==> config.mk <==
export PLATFORM = sky130hd
export DESIGN_NAME = gpio_cap
export DESIGN_NICKNAME = d
export VERILOG_FILES = /design/src/rtl/gpio_cap_pkg.sv /design/src/rtl/gpio_cap_dec.sv /design/src/rtl/gpio_cap_sync.sv /design/src/rtl/gpio_cap_edge.sv /design/src/rtl/gpio_cap_regs.sv /design/src/rtl/gpio_cap.sv
export SDC_FILE = /design/constraint.sdc
export NUM_CORES = 1
export LEC_CHECK = 0
export CORE_ASPECT_RATIO = 0.9
export CORE_MARGIN = 5
export CORE_UTILIZATION = 53
export CTS_CLUSTER_DIAMETER = 50
export DETAILED_ROUTE_END_ITERATION = 8
export PLACE_DENSITY_LB_ADDON = 0.08
export SYNTH_ARGS = -nofsm -noshare
export SYNTH_HDL_FRONTEND = slang
export SYNTH_SLANG_ARGS = --single-unit
==> constraint.sdc <==
create_clock -name clk -period 2 [get_ports clk]
set_clock_uncertainty 0.15 [all_clocks]
set_input_delay 0.3 -clock clk [delete_from_list [all_inputs] [get_ports clk]]
set_output_delay 0.3 -clock clk [all_outputs]
set_load 0.02 [all_outputs]
==> src/rtl/gpio_cap_pkg.sv <==
package gpio_cap_pkg;

   typedef enum logic [1:0] {
      TRIG_RISE  = 2'd0,
      TRIG_FALL  = 2'd1,
      TRIG_BOTH  = 2'd2,
      TRIG_LEVEL = 2'd3
   } trig_e;

   localparam int REG_W    = 32;
   localparam int MAX_PINS = 32;

   localparam logic [3:0] OFF_DATA = 4'h0;
   localparam logic [3:0] OFF_DIR  = 4'h4;
   localparam logic [3:0] OFF_MASK = 4'h8;
   localparam logic [3:0] OFF_CAP  = 4'hC;

   typedef struct packed {
      logic data;
      logic dir;
      logic mask;
      logic cap;
   } sel_t;

endpackage

==> src/rtl/gpio_cap_dec.sv <==
module gpio_cap_dec
   import gpio_cap_pkg::*;
#(
   parameter int ADDR_W = 4
) (
   input  logic [ADDR_W-1:0] addr,
   output sel_t              sel
);

   if (ADDR_W < 4) begin : g_bad_addr
      $error("gpio_cap_dec: ADDR_W must be at least 4");
   end

   // full compare: unaligned and out-of-window addresses select nothing
   assign sel.data = (addr == ADDR_W'(OFF_DATA));
   assign sel.dir  = (addr == ADDR_W'(OFF_DIR));
   assign sel.mask = (addr == ADDR_W'(OFF_MASK));
   assign sel.cap  = (addr == ADDR_W'(OFF_CAP));

endmodule

==> src/rtl/gpio_cap_sync.sv <==
module gpio_cap_sync #(
   parameter int W      = 32,
   parameter int STAGES = 2
) (
   input  logic         clk,
   input  logic         rst_n,
   input  logic [W-1:0] d,
   output logic [W-1:0] q
);

   if (STAGES < 2) begin : g_bad_stages
      $error("gpio_cap_sync: STAGES must be at least 2");
   end
   if (W < 1) begin : g_bad_width
      $error("gpio_cap_sync: W must be positive");
   end

   logic [W-1:0] chain_q [STAGES];

   always_ff @(posedge clk or negedge rst_n) begin
      if (!rst_n) begin
         for (int s = 0; s < STAGES; s++) begin
            chain_q[s] <= '0;
         end
      end else begin
         chain_q[0] <= d;
         for (int s = 1; s < STAGES; s++) begin
            chain_q[s] <= chain_q[s-1];
         end
      end
   end

   assign q = chain_q[STAGES-1];

endmodule

==> src/rtl/gpio_cap_edge.sv <==
module gpio_cap_edge
   import gpio_cap_pkg::*;
#(
   parameter int    W    = 32,
   parameter trig_e MODE = TRIG_RISE
) (
   input  logic         clk,
   input  logic         rst_n,
   input  logic [W-1:0] sync_in,
   input  logic [W-1:0] clr_vec,
   output logic [W-1:0] hit,
   output logic [W-1:0] cap_q
);

   if (MODE == TRIG_LEVEL) begin : g_bad_mode
      $error("gpio_cap_edge: level mode has no edge detector");
   end

   logic [W-1:0] prev_q;

   always_ff @(posedge clk or negedge rst_n) begin
      if (!rst_n) prev_q <= '0;
      else        prev_q <= sync_in;
   end

   if (MODE == TRIG_RISE) begin : g_rise
      assign hit = sync_in & ~prev_q;
   end else if (MODE == TRIG_FALL) begin : g_fall
      assign hit = ~sync_in & prev_q;
   end else begin : g_both
      assign hit = sync_in ^ prev_q;
   end

   // new edge has priority over a clear landing on the same bit
   always_ff @(posedge clk or negedge rst_n) begin
      if (!rst_n) cap_q <= '0;
      else        cap_q <= hit | (cap_q & ~clr_vec);
   end

endmodule

==> src/rtl/gpio_cap_regs.sv <==
module gpio_cap_regs
   import gpio_cap_pkg::*;
#(
   parameter int W = 32
) (
   input  logic             clk,
   input  logic             rst_n,
   input  sel_t             sel,
   input  logic             we,
   input  logic             re,
   input  logic [REG_W-1:0] wdata,
   input  logic [W-1:0]     sync_in,
   input  logic [W-1:0]     cap_q,
   output logic [W-1:0]     out_q,
   output logic [W-1:0]     dir_q,
   output logic [W-1:0]     mask_q,
   output logic [REG_W-1:0] rdata
);

   if (W < 1 || W > REG_W) begin : g_bad_width
      $error("gpio_cap_regs: W out of range");
   end

   logic [W-1:0] wbits;
   logic [W-1:0] rd_vec;

   assign wbits = wdata[W-1:0];

   always_ff @(posedge clk or negedge rst_n) begin
      if (!rst_n) begin
         out_q  <= '0;
         dir_q  <= '0;
         mask_q <= '0;
      end else if (we) begin
         if (sel.data) out_q  <= wbits;
         if (sel.dir)  dir_q  <= wbits;
         if (sel.mask) mask_q <= wbits;
      end
   end

   always_comb begin
      rd_vec = '0;
      if (sel.data) rd_vec = (dir_q & out_q) | (~dir_q & sync_in);
      if (sel.dir)  rd_vec = dir_q;
      if (sel.mask) rd_vec = mask_q;
      if (sel.cap)  rd_vec = cap_q;
   end

   always_ff @(posedge clk or negedge rst_n) begin
      if (!rst_n)  rdata <= '0;
      else if (re) rdata <= REG_W'(rd_vec);
   end

endmodule

==> src/rtl/gpio_cap.sv <==
module gpio_cap
   import gpio_cap_pkg::*;
#(
   parameter int    N      = 32,
   parameter int    ADDR_W = 4,
   parameter trig_e MODE   = TRIG_RISE
) (
   input  logic              clk,
   input  logic              rst_n,
   input  logic [ADDR_W-1:0] reg_addr,
   input  logic              reg_we,
   input  logic [31:0]       reg_wdata,
   input  logic              reg_re,
   output logic [31:0]       reg_rdata,
   input  logic [N-1:0]      pin_in,
   output logic [N-1:0]      pin_out,
   output logic [N-1:0]      pin_oe,
   output logic              irq
);

   localparam int SYNC_STAGES = 2;

   if (N < 1 || N > MAX_PINS) begin : g_bad_pins
      $error("gpio_cap: N must be between 1 and MAX_PINS");
   end
   if (ADDR_W < 4) begin : g_bad_addr
      $error("gpio_cap: ADDR_W must be at least 4");
   end

   sel_t         sel;
   logic [N-1:0] sync_q;
   logic [N-1:0] out_q;
   logic [N-1:0] dir_q;
   logic [N-1:0] mask_q;
   logic [N-1:0] cap_q;
   logic [N-1:0] edge_hit;

   gpio_cap_dec #(.ADDR_W(ADDR_W)) u_dec (
      .addr (reg_addr),
      .sel  (sel)
   );

   gpio_cap_sync #(.W(N), .STAGES(SYNC_STAGES)) u_sync (
      .clk   (clk),
      .rst_n (rst_n),
      .d     (pin_in),
      .q     (sync_q)
   );

   gpio_cap_regs #(.W(N)) u_regs (
      .clk     (clk),
      .rst_n   (rst_n),
      .sel     (sel),
      .we      (reg_we),
      .re      (reg_re),
      .wdata   (reg_wdata),
      .sync_in (sync_q),
      .cap_q   (cap_q),
      .out_q   (out_q),
      .dir_q   (dir_q),
      .mask_q  (mask_q),
      .rdata   (reg_rdata)
   );

   if (MODE == TRIG_LEVEL) begin : g_level
      assign cap_q    = '0;
      assign edge_hit = '0;
      assign irq      = |(sync_q & mask_q);
   end else begin : g_edge
      logic [N-1:0] clr_vec;

      assign clr_vec = (reg_we && sel.cap) ? reg_wdata[N-1:0] : '0;

      gpio_cap_edge #(.W(N), .MODE(MODE)) u_edge (
         .clk     (clk),
         .rst_n   (rst_n),
         .sync_in (sync_q),
         .clr_vec (clr_vec),
         .hit     (edge_hit),
         .cap_q   (cap_q)
      );

      assign irq = |(cap_q & mask_q);
   end

   assign pin_out = out_q;
   assign pin_oe  = dir_q;

endmodule

==> summary.md <==
| Metric | Value |
|---|---|
| DRC violations left | 0 |
| Max-capacitance violation count | 0 |
| Count of nets after finishing | ~1.1k |
| Cell area after layout | 0.01343 mm2 |
| Maximum number of pins on one net before global-route repair | 65 |
| Starting Density | 0.5400 |
| Max Fclk | between 0.4 and 0.5 GHz |
| Yosys warning total | 0 |
| Post-DR wirelength/cell | between 15 and 20 um |
| Number of port buffers | 168 |
| Violated checks | negative setup slack |
| Area growth from synthesis to final layout | 34.67% |
| Max transition margin | 0.3239 |
| Final global-route overflow total | 0 |
| Fraction of the yosys area taken by sequential cells | 0.6425 |
| Power density over the cells | roughly 1000 mW/mm2 |
| Largest area contributor in the netlist | sky130_fd_sc_hd__dfrtp_1 |
| Fin crit share | 1.245 |
| Mean Syn Cell Area | between 10 and 15 um2 |
| Area enclosed by the die boundary | about 0.022 mm2 |
| Share of async-settable or async-resettable flops after synthesis | 1.000 |
| Number of buffers added by the clock tree synthesis step | 27 |
| Count of non-filler cells in the finished layout | ~1.3k |
| Net Count, Synth | 870 |
| Horizontal extent of the die | around 150 um |
| Commonest register cell after synthesis | sky130_fd_sc_hd__dfrtp_1 |
| Dpl ws | -467.7 ps |
| H-tree Lvls | 1 |
| Area of the mapped netlist | 0.009971 mm2 |
| Crit end category | output port |
| Slew of the pin with the lowest slew margin | slightly above 1000 ps |
| Standby leakage power | 6.450 nW |
| RSZ-0062 raised after global routing | yes |
| Global-route wire length before repair | between 40 and 50 mm |
| Number of global-route vias before repair | just under 8k |
| Num rows | 47 |
| Max-slew violation total from the final report | 0 |
| Peak fanout along the critical path | 2 |
| Post-Route Hold Slack | about 54 ps |
| Initial antenna violation count | 0 |
| TritonCTS clock tree | built |
| Critical Setup Path Class | flop to output port |
| Via density per instance | ~5.5 |
| Wire length after detailed routing | 26.00 mm |
| Initial drt markers | about 360 |
| Post-layout min period | about 2500 ps |
| HPWL reported at the end of detailed placement | between 15 and 20 mm |
| Total clock sinks | between 200 and 300 |
| Final weighted congestion in routability-driven placement | 0.8647 |
| Area fraction of the dominant cell type after synthesis | 0.6425 |
| Share of cells above drive strength 1 | 0.1970 |
| Sort of element at the start of the critical path | flop |
| Area of the core | between 0.015 and 0.02 mm2 |
| Number of flops mapped to enable cells by yosys | 0 |
| Post-synthesis cell count | between 700 and 800 |
| Clock root buffer | sky130_fd_sc_hd__clkbuf_16 |
| Status | finished with violations |
| I/O pin total | between 150 and 200 |
| Number of cells after detailed placement | 1,252 |
| Floorplan die height | 140.1 um |
| Power after layout | ~14 mW |
| CP required | between 1500 and 2000 ps |
| Worst hold path type | input port to flop |
| Antenna-violating nets left | 0 |
| Clock Pin Slew Worst Setup and Hold Paths | ~60 ps |
| Worst path arrival time | ~2000 ps |
| Total iterations of the first detailed-routing run | 4 |
| Yosys cell types | 31 |
| Hold violation total from the final report | 0 |
| Bufs on Longest Clock Path | 3 |
| Synth top area cells | sky130_fd_sc_hd__dfrtp_1 (64%), sky130_fd_sc_hd__mux2_2 (6.1%), sky130_fd_sc_hd__a31oi_1 (3.2%) |
| Largest vdd supply drop | ~0.65 mV |
| Final setup slack of the worst path | -489.2 ps |
| Area post-placement | about 0.012 mm2 |
| Total of flip-flops plus latches after synthesis | between 200 and 300 |
| Total inserted antenna cells | 0 |
| Number of failing setup endpoints in the final timing report | 1 |
| Vias | between 7k and 8k |
| Clock network latency to the later pin of the worst-skew pair | between 500 and 600 ps |
| Filler cell count in the final layout | about 1.3k |
| Global-route total usage across every layer | 0.2432 |
[through the flow]
stage	utilization	setup TNS [ps]
floorplan	-	0
detailed placement	0.6754	-16190
global route	0.7272	-530.4
finish	0.7272	-489.2
global placement	0.6754	-13500
CTS	0.7219	-456.4
[worst max-delay path, cell delays in order, from the launching register on]
cell,delay (ps)
sky130_fd_sc_hd__dfrtp_1,390
sky130_fd_sc_hd__a22oi_2,240
sky130_fd_sc_hd__nand4_1,160
sky130_fd_sc_hd__or4_4,570
sky130_fd_sc_hd__buf_6,150
[repair_timing]
item                                   in CTS  in global routing
setup endpoints to repair                  24                 37
endpoints found under the hold margin     256                  0
resized for setup                          37                 36
pin swaps                                   5                  3
hold buffers                                1                  0
buffers inserted                            0                  1
[flip-flops by register name, indices dropped and copies added, names as in the netlist]
signal                cells
u_sync.q                 32
u_sync.chain_q           32
u_regs.dir_q             32
u_regs.rdata             32
u_regs.mask_q            32
g_edge.u_edge.prev_q     32
g_edge.u_edge.cap_q      32
u_regs.out_q             32
[power by group]
part | leakage [nW] | switching, mW | internal [mW]
registers | 2.98 | 0.502 | 5.83
clock network | 0.408 | 1.92 | 2.80
logic | 3.06 | 1.40 | 1.45
total | 6.45 | 3.81 | 10.1
[logic make-up after synthesis]
group / after synthesis / share of synthesized area
multiplexers: 108 / 0.1272
AND/OR/NAND/NOR: 166 / 0.07479
flip-flops: 256 / 0.6425
AO/OA/AOI/OAI: 164 / 0.1107
buffers and inverters: 104 / 0.04480
[layout by cell type, fill, tap and decap left out, types with 3 or more instances in the layout]
master                            instances
sky130_fd_sc_hd__a22oi_2                  7
sky130_fd_sc_hd__dlymetal6s2s_1          36
sky130_fd_sc_hd__a22oi_1                  9
sky130_fd_sc_hd__nor2b_1                 13
sky130_fd_sc_hd__buf_12                   9
sky130_fd_sc_hd__o22ai_1                 12
sky130_fd_sc_hd__clkdlybuf4s50_1        104
sky130_fd_sc_hd__o21ai_0                 40
sky130_fd_sc_hd__clkbuf_1                11
sky130_fd_sc_hd__a22o_1                  32
sky130_fd_sc_hd__a211o_1                 11
sky130_fd_sc_hd__buf_2                    3
sky130_fd_sc_hd__dlygate4sd2_1           23
sky130_fd_sc_hd__buf_4                   72
sky130_fd_sc_hd__clkbuf_8                 5
sky130_fd_sc_hd__mux2_1                  24
sky130_fd_sc_hd__clkbuf_16               27
sky130_fd_sc_hd__mux2_2                  54
sky130_fd_sc_hd__mux2_4                  18
sky130_fd_sc_hd__dfrtp_1                256
sky130_fd_sc_hd__nand2_1                 76
sky130_fd_sc_hd__mux2i_1                 12
sky130_fd_sc_hd__nand2b_1                11
sky130_fd_sc_hd__inv_1                   65
sky130_fd_sc_hd__a31oi_1                 51
sky130_fd_sc_hd__nor2_1                  53
sky130_fd_sc_hd__nand4_1                  4
[cell usage after synthesis (11+ instances only)]
| library cell | count |
|---|---|
| sky130_fd_sc_hd__a211o_1 | 11 |
| sky130_fd_sc_hd__nor2_1 | 53 |
| sky130_fd_sc_hd__a31oi_1 | 51 |
| sky130_fd_sc_hd__nand2b_1 | 11 |
| sky130_fd_sc_hd__clkbuf_1 | 12 |
| sky130_fd_sc_hd__mux2i_1 | 12 |
| sky130_fd_sc_hd__dfrtp_1 | 256 |
| sky130_fd_sc_hd__a22oi_1 | 16 |
| sky130_fd_sc_hd__mux2_2 | 54 |
| sky130_fd_sc_hd__buf_2 | 21 |
| sky130_fd_sc_hd__nand2_1 | 76 |
| sky130_fd_sc_hd__inv_1 | 65 |
| sky130_fd_sc_hd__a22o_1 | 32 |
| sky130_fd_sc_hd__nor2b_1 | 13 |
| sky130_fd_sc_hd__o22ai_1 | 12 |
| sky130_fd_sc_hd__o21ai_0 | 40 |
| sky130_fd_sc_hd__mux2_1 | 24 |
| sky130_fd_sc_hd__mux2_4 | 18 |
[cell type report]
cell class,count,area (um2),area share
clock buffers,43,785.8,0.05852
clock inverters,4,52.55,0.003914
inverters,65,244.0,0.01817
multi-input cells,438,3168,0.2359
flip-flops and latches,256,6406,0.4771
well taps,245,306.5,0.02283
repair buffers,250,2465,0.1836
[metal layers]
layer,GRT usage,vias up,wire length (um)
li1,-,3231,-
met1,0.3285,3637,11000
met2,0.4134,199,13030
met3,0.03979,43,1329
met4,0.06459,0,645
met5,0,-,0
[path summary, 6_finish.rpt]
check	start	to	slack, ps	depth (start not counted)
max	u_regs.mask_q[22]	irq	-490	4
min	pin_in[2]	u_sync.chain_q[34]	50	1
max reg2reg	g_edge.u_edge.cap_q[28]	u_regs.rdata[28]	600	5
min reg2reg	u_sync.chain_q[41]	u_sync.q[9]	190	0
max in group asynchronous	rst_n	u_regs.out_q[16]	970	3
min in group asynchronous	rst_n	u_sync.q[22]	90	2
Note: power is estimated with default switching activity, not from simulation.
